`config.mk`:
```
export PLATFORM = sky130hd
export DESIGN_NAME = tsio_target
export DESIGN_NICKNAME = d
export VERILOG_FILES = /design/src/rtl/tsio_pkg.sv /design/src/rtl/tsio_fifo.sv /design/src/rtl/tsio_out_path.sv /design/src/rtl/tsio_in_path.sv /design/src/rtl/tsio_target.sv
export SDC_FILE = /design/constraint.sdc
export NUM_CORES = 2
export LEC_CHECK = 0
export BUFFER_PORTS_ARGS = -buffer_cell sky130_fd_sc_hd__buf_2
export CORE_ASPECT_RATIO = 1.2
export CORE_MARGIN = 4
export CORE_UTILIZATION = 50
export CTS_CLUSTER_SIZE = 28
export DETAILED_ROUTE_END_ITERATION = 10
export PLACE_DENSITY = 0.72
export REMOVE_ABC_BUFFERS = 1
export SYNTH_ARGS = -nofsm -noshare
export SYNTH_HDL_FRONTEND = slang
export SYNTH_HIERARCHICAL = 1
export SYNTH_SLANG_ARGS = --single-unit
```
`constraint.sdc`:
```
create_clock -name clk -period 5.3 [get_ports clk]
set_input_delay 0.265 -clock clk [delete_from_list [all_inputs] [get_ports clk]]
set_output_delay 0.265 -clock clk [all_outputs]
set_load 0.03 [all_outputs]
```
`src/rtl/tsio_pkg.sv`:
```
package tsio_pkg;
   typedef enum logic [1:0] {
      CMD_NOP   = 2'd0,
      CMD_WRITE = 2'd1,
      CMD_READ  = 2'd2,
      CMD_SPACE = 2'd3
   } tsio_cmd_e;

   localparam int TS_W    = 64;
   localparam int CHAN_W  = 16;
   localparam int DEST_W  = 8;
   localparam int SEL_W   = CHAN_W + DEST_W;
   localparam int ADDR_W  = 8;
   localparam int SPACE_W = 16;

   localparam int OST_WAIT    = 0;
   localparam int OST_UNDER   = 1;
   localparam int OST_UNREACH = 2;

   localparam int IST_TIMEOUT = 0;
   localparam int IST_OVER    = 1;
   localparam int IST_WAIT    = 2;
   localparam int IST_UNREACH = 3;
endpackage

```
`src/rtl/tsio_fifo.sv`:
```
module tsio_fifo #(
   parameter int W     = 8,
   parameter int DEPTH = 4,
   localparam int AW   = (DEPTH > 1) ? $clog2(DEPTH) : 1,
   localparam int CW   = $clog2(DEPTH + 1)
) (
   input  logic          clk,
   input  logic          rst_n,
   input  logic          push,
   input  logic [W-1:0]  wdata,
   input  logic          pop,
   output logic [W-1:0]  rdata,
   output logic          full,
   output logic          empty,
   output logic [CW-1:0] count
);
   generate
      if (DEPTH < 2) begin : g_bad_depth
         $error("tsio_fifo: DEPTH must be at least 2");
      end
      if (W < 1) begin : g_bad_width
         $error("tsio_fifo: W must be positive");
      end
   endgenerate

   logic [W-1:0]  mem [DEPTH];
   logic [AW-1:0] wp, rp, wp_nxt, rp_nxt;
   logic          do_push, do_pop;

   assign full    = (count == CW'(DEPTH));
   assign empty   = (count == '0);
   assign do_push = push && !full;
   assign do_pop  = pop && !empty;
   assign rdata   = mem[rp];

   generate
      if ((DEPTH & (DEPTH - 1)) == 0) begin : g_pow2
         assign wp_nxt = wp + 1'b1;
         assign rp_nxt = rp + 1'b1;
      end else begin : g_mod
         assign wp_nxt = (wp == AW'(DEPTH - 1)) ? '0 : wp + 1'b1;
         assign rp_nxt = (rp == AW'(DEPTH - 1)) ? '0 : rp + 1'b1;
      end
   endgenerate

   always_ff @(posedge clk) begin
      if (do_push) mem[wp] <= wdata;
   end

   always_ff @(posedge clk) begin
      if (!rst_n) begin
         wp    <= '0;
         rp    <= '0;
         count <= '0;
      end else begin
         if (do_push) wp <= wp_nxt;
         if (do_pop)  rp <= rp_nxt;
         case ({do_push, do_pop})
            2'b10:   count <= count + 1'b1;
            2'b01:   count <= count - 1'b1;
            default: count <= count;
         endcase
      end
   end
endmodule

```
`src/rtl/tsio_out_path.sv`:
```
module tsio_out_path
   import tsio_pkg::*;
#(
   parameter int DW    = 32,
   parameter int DEPTH = 4,
   localparam int EW   = TS_W + DW + ADDR_W + CHAN_W,
   localparam int CW   = $clog2(DEPTH + 1)
) (
   input  logic               clk,
   input  logic               rst_n,
   input  logic [TS_W-1:0]    now_ts,
   input  logic [1:0]         cmd,
   input  logic [CHAN_W-1:0]  chan,
   input  logic [TS_W-1:0]    o_ts,
   input  logic [DW-1:0]      o_data,
   input  logic [ADDR_W-1:0]  o_addr,
   output logic [2:0]         o_status,
   output logic               space_valid,
   output logic [SPACE_W-1:0] space,
   output logic               emit_valid,
   output logic [TS_W-1:0]    emit_ts,
   output logic [DW-1:0]      emit_data,
   output logic [ADDR_W-1:0]  emit_addr,
   output logic [CHAN_W-1:0]  emit_chan
);
   logic          wait_q, under_q;
   logic [EW-1:0] held_q, new_word, fifo_in, head;
   logic          accept_new, late, push, pop, full, empty;
   logic [CW-1:0] count, free_now;
   logic [SPACE_W-1:0] space_d;
   logic [TS_W-1:0]    head_ts;

   assign accept_new = (cmd == CMD_WRITE) && !wait_q;
   assign late       = (o_ts <= now_ts);
   assign new_word   = {o_ts, o_data, o_addr, chan};
   assign head_ts    = head[EW-1 -: TS_W];
   assign pop        = !empty && (head_ts <= now_ts);
   assign push       = (wait_q && !full) || (accept_new && !late && !full);
   assign fifo_in    = wait_q ? held_q : new_word;
   assign free_now   = CW'(DEPTH) - count;

   generate
      if (CW <= SPACE_W) begin : g_space_direct
         assign space_d = wait_q ? '0 : SPACE_W'(free_now);
      end else begin : g_space_sat
         assign space_d = wait_q ? '0 :
                          (free_now > CW'({SPACE_W{1'b1}})) ? {SPACE_W{1'b1}}
                                                             : SPACE_W'(free_now);
      end
   endgenerate

   tsio_fifo #(.W(EW), .DEPTH(DEPTH)) u_queue (
      .clk   (clk),
      .rst_n (rst_n),
      .push  (push),
      .wdata (fifo_in),
      .pop   (pop),
      .rdata (head),
      .full  (full),
      .empty (empty),
      .count (count)
   );

   always_ff @(posedge clk) begin
      if (!rst_n) begin
         wait_q      <= 1'b0;
         under_q     <= 1'b0;
         held_q      <= '0;
         space_valid <= 1'b0;
         space       <= '0;
         emit_valid  <= 1'b0;
         emit_ts     <= '0;
         emit_data   <= '0;
         emit_addr   <= '0;
         emit_chan   <= '0;
      end else begin
         if (accept_new) begin
            under_q <= late;
            if (!late && full) begin
               wait_q <= 1'b1;
               held_q <= new_word;
            end
         end else if (wait_q && !full) begin
            wait_q <= 1'b0;
         end
         space_valid <= (cmd == CMD_SPACE);
         if (cmd == CMD_SPACE) space <= space_d;
         emit_valid <= pop;
         if (pop) begin
            emit_ts   <= head_ts;
            emit_data <= head[EW-TS_W-1 -: DW];
            emit_addr <= head[CHAN_W +: ADDR_W];
            emit_chan <= head[CHAN_W-1:0];
         end
      end
   end

   assign o_status = {1'b0, under_q, wait_q};

   assert_space_bound_R7: assert property (@(posedge clk) disable iff (!rst_n)
      space_valid |-> (int'(space) <= DEPTH - int'(count)));
   assert_late_refused_R4: assert property (@(posedge clk) disable iff (!rst_n)
      (cmd == CMD_WRITE && !o_status[OST_WAIT] && o_ts <= now_ts) |=> o_status[OST_UNDER]);
   assert_emit_due_R6: assert property (@(posedge clk) disable iff (!rst_n)
      emit_valid |-> (emit_ts <= $past(now_ts)));
   assert_out_unreach_R12: assert property (@(posedge clk) disable iff (!rst_n)
      !o_status[OST_UNREACH]);
endmodule

```
`src/rtl/tsio_in_path.sv`:
```
module tsio_in_path
   import tsio_pkg::*;
#(
   parameter int DW    = 32,
   parameter int DEPTH = 4,
   localparam int EW   = TS_W + DW,
   localparam int CW   = $clog2(DEPTH + 1)
) (
   input  logic            clk,
   input  logic            rst_n,
   input  logic [TS_W-1:0] now_ts,
   input  logic [1:0]      cmd,
   input  logic [TS_W-1:0] i_timeout,
   input  logic            cap_valid,
   input  logic [DW-1:0]   cap_data,
   output logic [3:0]      i_status,
   output logic [DW-1:0]   i_data,
   output logic [TS_W-1:0] i_ts
);
   logic            busy_q, ovf_q;
   logic [TS_W-1:0] dl_q;
   logic [3:0]      st_q;
   logic            start, pop, full, empty;
   logic [EW-1:0]   head;
   logic [CW-1:0]   count;
   logic            unused_count;

   assign unused_count = ^count;
   assign start = (cmd == CMD_READ) && !busy_q;
   assign pop   = busy_q && !ovf_q && !empty;

   tsio_fifo #(.W(EW), .DEPTH(DEPTH)) u_capture (
      .clk   (clk),
      .rst_n (rst_n),
      .push  (cap_valid),
      .wdata ({now_ts, cap_data}),
      .pop   (pop),
      .rdata (head),
      .full  (full),
      .empty (empty),
      .count (count)
   );

   always_ff @(posedge clk) begin
      if (!rst_n) begin
         busy_q <= 1'b0;
         ovf_q  <= 1'b0;
         dl_q   <= '0;
         st_q   <= '0;
         i_data <= '0;
         i_ts   <= '0;
      end else begin
         if (cap_valid && full)      ovf_q <= 1'b1;
         else if (busy_q && ovf_q)   ovf_q <= 1'b0;

         if (start) begin
            busy_q <= 1'b1;
            dl_q   <= i_timeout;
            st_q   <= 4'b0100;
         end else if (busy_q) begin
            if (ovf_q) begin
               busy_q <= 1'b0;
               st_q   <= 4'b0010;
            end else if (!empty) begin
               busy_q <= 1'b0;
               st_q   <= 4'b0000;
               i_data <= head[DW-1:0];
               i_ts   <= head[EW-1 -: TS_W];
            end else if (now_ts >= dl_q) begin
               busy_q <= 1'b0;
               st_q   <= 4'b0001;
            end
         end
      end
   end

   assign i_status = st_q;

   assert_flags_exclusive_R11: assert property (@(posedge clk) disable iff (!rst_n)
      !(i_status[IST_TIMEOUT] && i_status[IST_OVER]));
   assert_wait_from_read_R8: assert property (@(posedge clk) disable iff (!rst_n)
      $rose(i_status[IST_WAIT]) |-> ($past(cmd) == CMD_READ));
   assert_timeout_due_R10: assert property (@(posedge clk) disable iff (!rst_n)
      $rose(i_status[IST_TIMEOUT]) |-> ($past(now_ts) >= dl_q));
   assert_in_unreach_R12: assert property (@(posedge clk) disable iff (!rst_n)
      !i_status[IST_UNREACH]);
endmodule

```
`src/rtl/tsio_target.sv`:
```
module tsio_target
   import tsio_pkg::*;
#(
   parameter int ODW       = 32,
   parameter int IDW       = 32,
   parameter int OUT_DEPTH = 4,
   parameter int IN_DEPTH  = 4
) (
   input  logic               clk,
   input  logic               rst_n,
   input  logic [TS_W-1:0]    now_ts,
   input  logic [1:0]         cmd,
   input  logic [SEL_W-1:0]   chan_sel,
   input  logic [TS_W-1:0]    o_ts,
   input  logic [ODW-1:0]     o_data,
   input  logic [ADDR_W-1:0]  o_addr,
   output logic [2:0]         o_status,
   output logic               space_valid,
   output logic [SPACE_W-1:0] space,
   input  logic [TS_W-1:0]    i_timeout,
   output logic [IDW-1:0]     i_data,
   output logic [TS_W-1:0]    i_ts,
   output logic [3:0]         i_status,
   input  logic               cap_valid,
   input  logic [IDW-1:0]     cap_data,
   output logic               emit_valid,
   output logic [TS_W-1:0]    emit_ts,
   output logic [ODW-1:0]     emit_data,
   output logic [ADDR_W-1:0]  emit_addr,
   output logic [CHAN_W-1:0]  emit_chan
);
   generate
      if (ODW < 1 || IDW < 1) begin : g_bad_width
         $error("tsio_target: data widths must be positive");
      end
   endgenerate

   logic unused_dest;
   assign unused_dest = ^chan_sel[SEL_W-1:CHAN_W];

   tsio_out_path #(.DW(ODW), .DEPTH(OUT_DEPTH)) u_out (
      .clk         (clk),
      .rst_n       (rst_n),
      .now_ts      (now_ts),
      .cmd         (cmd),
      .chan        (chan_sel[CHAN_W-1:0]),
      .o_ts        (o_ts),
      .o_data      (o_data),
      .o_addr      (o_addr),
      .o_status    (o_status),
      .space_valid (space_valid),
      .space       (space),
      .emit_valid  (emit_valid),
      .emit_ts     (emit_ts),
      .emit_data   (emit_data),
      .emit_addr   (emit_addr),
      .emit_chan   (emit_chan)
   );

   tsio_in_path #(.DW(IDW), .DEPTH(IN_DEPTH)) u_in (
      .clk       (clk),
      .rst_n     (rst_n),
      .now_ts    (now_ts),
      .cmd       (cmd),
      .i_timeout (i_timeout),
      .cap_valid (cap_valid),
      .cap_data  (cap_data),
      .i_status  (i_status),
      .i_data    (i_data),
      .i_ts      (i_ts)
   );
endmodule

```
# [Yosys cells after proc, flatten, opt, wreduce, memory -nomap -nowiden]
# Memory sizes are Yosys's and may differ from the RTL's. A register that Yosys moved wholly into a read port is not among the register bits.
# Cells that the tools add are included.
[word_totals] register_bits=344 mem_bits_rw=864 out_inout_bits=241 word_cells=114 mem_count=2
[classes] add_sub_neg=9 magnitude_cmp=3 eq_ne=12 n_mux=25 n_bitwise=4 reduce_logical=38
[memory_table] name="u_out.u_queue.mem" depth=4 width=120 rd=1 rd_clocked_by_memory_dff=1 wr=1 line_no="tsio_fifo.sv:26" text="logic [W-1:0] mem [DEPTH];"
[memory_table] name="u_in.u_capture.mem" depth=4 width=96 rd=1 rd_clocked_by_memory_dff=1 wr=1 line_no="tsio_fifo.sv:26"
[op_table] operator="$le A64 B64 Y1" n=2
[op_table] operator="$mux W120" n=1
[op_table] operator="$ge A64 B64 Y1" n=1
[op_table] operator="$logic_and A1 B1 Y1" n=15
[op_table] operator="$mux W1" n=14
[op_table] operator="$mux W4" n=3
[op_table] operator="$pmux W3 S2" n=2
[op_table] operator="$reduce_bool A2 Y1" n=5
[op_table] operator="$logic_not A1 Y1" n=9
[op_table] operator="$mux W3" n=3
[op_table] operator="$add A2 B1 Y2 const B" n=4
[op_table] operator="$eq A2 B2 Y1 const B" n=4
[op_table] operator="$reduce_and A2 Y1" n=4
[op_table] operator="$add A3 B1 Y3 const B" n=2
[op_table] operator="$eq A2 B1 Y1 const B" n=3
[op_table] operator="$eq A3 B3 Y1 const B" n=2
[op_table] operator="$logic_not A3 Y1" n=2
[op_table] operator="$sub A3 B1 Y3 const B" n=2
[op_table] operator="$mux W2" n=2
[op_table] operator="$ne A4 B2 Y1 const B" n=1
[op_table] operator="$not A1 Y1" n=4
[op_table] operator="$reduce_and A4 Y1" n=1
[op_table] operator="$ne A3 B2 Y1 const B" n=1
[op_table] operator="$sub A3 B3 Y3 const A" n=1
[op_table] operator="3 further kinds" n=3

# [Longest topological paths before layout]
[depth] ltp_word=8 ltp_mapped=21 ltp_nobuf=17

# [Modules after synthesis]
# The synthesis kept the hierarchy.
[modules_own_cells] module="tsio_fifo (u_out.u_queue)" instances=1 cells_each=680 area_each_um2=17797.1
[modules_own_cells] module="tsio_fifo (u_in.u_capture)" instances=1 cells_each=556 area_each_um2=14326.2
[modules_own_cells] module="tsio_out_path" instances=1 cells_each=1621 area_each_um2=14272.4
[modules_own_cells] module="tsio_in_path" instances=1 cells_each=947 area_each_um2=7686.1

# [Least setup slack after synthesis]
# No wires, ideal clock.
[synth_timing] path_kind="input -> register" from="in now_ts[42]" to="mem u_out/u_queue/mem[2][0] (netlist bit), enable pin" setup_ns=0.493 t_arrival_ns=5.137 slack_ns=-0.330 cell_stages=12 path_buffers=1 cell_sequence="inv_1 -> ha_1 -> nand4_1 -> nor4_1 -> nor4b_4 -> nand2_1 -> o221a_2 -> a21o_1 -> a21oi_1 -> nor2b_1 -> clkbuf_1 -> and2_1"
[synth_via] elab_chain_cells=8
[synth_lines] item="start, declared" line_no="tsio_target.sv:11" text="input logic [TS_W-1:0] now_ts,"
[synth_lines] item="$le A64 B64 Y1" line_no="tsio_out_path.sv:34" text="assign late = (o_ts <= now_ts);"
[synth_lines] item="$logic_not A1 Y1" line_no="tsio_out_path.sv:38" text="assign push = (wait_q && !full) || (accept_new && !late && !full);"
[synth_lines] item="$logic_and A1 B1 Y1 (2 in a row)" line_no="tsio_out_path.sv:38"
[synth_lines] item="$logic_or A1 B1 Y1" line_no="tsio_out_path.sv:38"
[synth_lines] item="named net u_out.push" line_no="tsio_out_path.sv:28" text="logic accept_new, late, push, pop, full, empty;"
[synth_lines] item="$logic_and A1 B1 Y1" line_no="tsio_fifo.sv:32" text="assign do_push = push && !full;"
[synth_lines] item="$mux W1" line_no="tsio_fifo.sv:47" text="if (do_push) mem[wp] <= wdata;"
[synth_lines] item="$mux W1 (implied by the code)" line_no="tsio_fifo.sv:47"
[synth_lines] item="end, declared" line_no="tsio_fifo.sv:26"
# The timed path passes the listed nets, and every way through them passes these cells.

==> out/metrics.csv <==
stage,metric,value,unit
hold_path,hold_sp,rst_n,
synth,syn avg cell area,14.2,um^2
route,# DRC,0,
placement,placed inst area,0.0582,mm^2
synth,Synth Instances,3804,
power_and_ir_drop,switch share,22.5,%
sta,max frequency,206,MHz
sta,Worst-Margin Slew,1.20,ns
placement,dpl hpwl,87500,um
grt,GRT Total Usage,24.1,%
critical_path,CP endpoint kind,flop,
critical_path,CP top delay family,compound AO/OA/AOI/OAI gates,
die,initial core utilization,50.6,%
critical_path,CP max-delay cell,mux4_2,
clock_tree,Clock Sinks,1294,
route,wire per inst,22.5,um
route,drt via density,5.51,
cells_and_area,synth-to-layout area growth,21.5,%
grt,vias in the first global route,34783,
run_status,outcome,"complete, no violations",
cells_and_area,fill count,7963,
die,row cnt,131,
grt,global-route wire length before repair,208000,um
cells_and_area,Nets,5101,
die,Die Y,368,um
power_and_ir_drop,Leakage,0.0246,uW
placement,Placer Congestion,0.846,
critical_path,Worst Path Buf+Inv,6,
synth,asr flop ratio synth,0,%
critical_path,"Req. time, crit path",5.96,ns
power_and_ir_drop,NetSw,5110,uW
critical_path,maximum cell stage delay along the critical path,0.55,ns
route,"antenna viol nets, final",0,
clock_tree,TritonCTS buffer count,132,
die,die area,0.114,mm^2
synth,#FFs+latches synth,1294,
cells_and_area,final cell count without fillers,6128,
sta,Pins Over Slew Limit,0,
synth,Yosys Warn Count,6,
sta,RSZ-0062 raised after global routing,false,
cells_and_area,"Non-Filler Cell Area, Final",0.0657,mm^2
power_and_ir_drop,Reg power frac,49.2,%
critical_path,cell mode on critical path,buf_4,
power_and_ir_drop,internal power,17600,uW
die,Die Wd,308,um
route,Post-Route WL,138000,um
clock_tree,H-tree levels,4,
route,Starting DRT DRC Count,2536,
die,io pins,534,
clock_tree,CTS root buffer,clkbuf_16,
synth,count of cell types in the netlist,70,
die,Placeable Area,0.107,mm^2
sta,Fin Clk Skew,0.0289,ns
clock_tree,Max Root-Sink Buffers,3,
critical_path,Worst Path Max Fanout,10,
hold_path,HP Class,primary input to flop,
grt,largest net degree at the start of global routing,127,
critical_path,CP Launch Type,flop,
cells_and_area,"commonest non-fill, non-tap cells in the layout","nand2_1 (870), edfxtp_1 (864), buf_2 (509)",
sta,crit path time final,4.86,ns
synth,sequential share of the synthesized area,63.9,%
synth,number of synthesized flops with an enable pin,864,
power_and_ir_drop,power per cell area,345,mW/mm^2
route,Vias,33763,
synth,Synth Flop Type,edfxtp_1,
cells_and_area,ratio of cells with drive above 1 in the final layout,24.5,%
cells_and_area,"most common cell after layout, fill and taps aside",nand2_1,
grt,total grt overflow,0,
clock_tree,# resized after CTS,0,
placement,placed insts,5581,
power_and_ir_drop,Max rail drop VDD,0.000340,V
clock_tree,clock insertion delay at the later pin of the skew report,0.75,ns
sta,final setup fails,0,
placement,number of port buffers,510,
route,drt pass-1 iters,5,
clock_tree,CTS tree,done,
power_and_ir_drop,Clock Power Share,42.8,%
sta,fin crit share,91.7,%
clock_tree,"CTS clk-pin slew, worst paths",0.06,ns
grt,initial antenna violation count,22,
flow_run,max_cap viols,0,
sta,final hold vios,0,
synth,area share of the largest cell type after synthesis,48.0,%
power_and_ir_drop,combinational share of power,8.0,%
critical_path,crit-path cells,buf_4 -> buf_4 -> mux4_2 -> ha_1 -> a21oi_1 -> nand2_1 -> a221o_1 -> o31ai_1 -> buf_4 -> nor4bb_1 -> buf_4 -> nor2_4 -> inv_1 -> nor2b_1 -> ha_1 -> inv_1 -> fa_1 -> xor2_1 -> or3_1 -> a21boi_0,
critical_path,kind of critical path,flop to flop,
synth,top post-synthesis cells by area,"edfxtp_1 (48%), dfxtp_1 (16%), mux4_2 (9.0%)",
synth,post-synth top area cell,edfxtp_1,
sta,slew margin rel.,19.9,%
critical_path,crit path DAT,5.52,ns
synth,Post-Syn Area,0.0541,mm^2
logic make-up after synthesis:
family,count (synthesis),synth area share [%]
DFF,1294,63.9
and+or+nand+nor,1014,7.79
muxes,580,16.0
buffers and inverters,370,3.28
AOI/OAI and AO/OA,334,4.17
adders and majority gates,205,4.77
xor gates and xnor gates,5,0.0810
other,2,0.0139
sequential cells by signal, summed over array words and instances (netlist names), named ones only:
register and flops:
u_out/u_queue/mem 480, u_in/u_capture/mem 384, u_out/held_q 120, u_in/dl_q 64, u_in/i_ts 64, u_out/emit_ts 64, u_in/i_data 32, u_out/emit_data 32
u_out/emit_chan 16, u_out/emit_addr 8, u_in/i_status 3, u_in/u_capture/count 3, u_out/space 3, u_out/u_queue/count 3, u_in/u_capture/rp 2, u_in/u_capture/wp 2
u_out/u_queue/rp 2, u_out/u_queue/wp 2, u_in/busy_q 1, u_in/ovf_q 1, u_out/emit_valid 1, u_out/space_valid 1, u_out/under_q 1, u_out/wait_q 1
Yosys cell counts (20+ instances only):
cell type and n:
a21boi_0 132, a21boi_1 36, a21oi_1 82, buf_2 47, buf_4 20, clkbuf_1 114, dfxtp_1 430, edfxtp_1 864
ha_1 203, inv_1 153, mux2_2 119, mux2i_1 245, mux4_2 216, nand2_1 871, nand3_1 21, nand4_1 28
o21ai_0 35
final timing paths:
check	cells after the start	slack, ns	end
min reg2reg	2	0.45	u_in/i_data[6]$_SDFFE_PN0P_
max	20	0.44	u_out/u_queue/count[2]$_SDFFE_PN0P_
min	2	0.03	u_in/i_data[24]$_SDFFE_PN0P_
max reg2reg	20	0.44	u_out/u_queue/count[2]$_SDFFE_PN0P_
metal layers:
layer / GRT usage (%) / vias to the layer above / share of wire, %
met5: 0 / - / 0.040
met4: 10.6 / 8 / 4.3
met3: 5.28 / 303 / 6.5
met2: 39.8 / 1107 / 48
met1: 30.9 / 16841 / 41
li1: - / 15504 / -
timing repair:
item,CTS,global route
buffers inserted,0,0
hold buffers,284,0
hold endpoints to repair,1053,0
stage by stage:
stage	total power (uW)	util [%]	setup TNS, ns	setup slack, ns	hold slack, ns
6_report	22700	61.5	0	0.440	0.0341
5_1_grt	23500	61.4	0	0.0123	0.0602
4_1_cts	22900	61.4	0	0.429	0.0649
3_5_place_dp	13000	54.5	0	0.448	0.445
3_3_place_gp	13000	54.5	0	0.499	0.438
2_1_floorplan	12300	-	-2719.28	-10.58	0.364
layout make-up:
class                   count  area (um^2)  share of cell area (%)
diodes                     18         45.0                  0.0686
clock buffers             187         3850                    5.86
clock inverters            58          734                    1.12
inverters                 154          581                   0.884
multi-input cells        2153        17900                    27.2
flip-flops and latches   1294        34600                    52.6
well taps                1396         1750                    2.66
repair buffers            868         6300                    9.59
power by group through the flow:
stage               sequential (uW)  clock [uW]  combinational [uW]
finish                        11200        9700                1820
global route                  11200       10300                1980
CTS                           11200        9910                1810
detailed placement            11400           0                1630
global placement              11400           0                1590
floorplan                     11500           0                 828
Note: power is estimated with default switching activity, not from simulation.
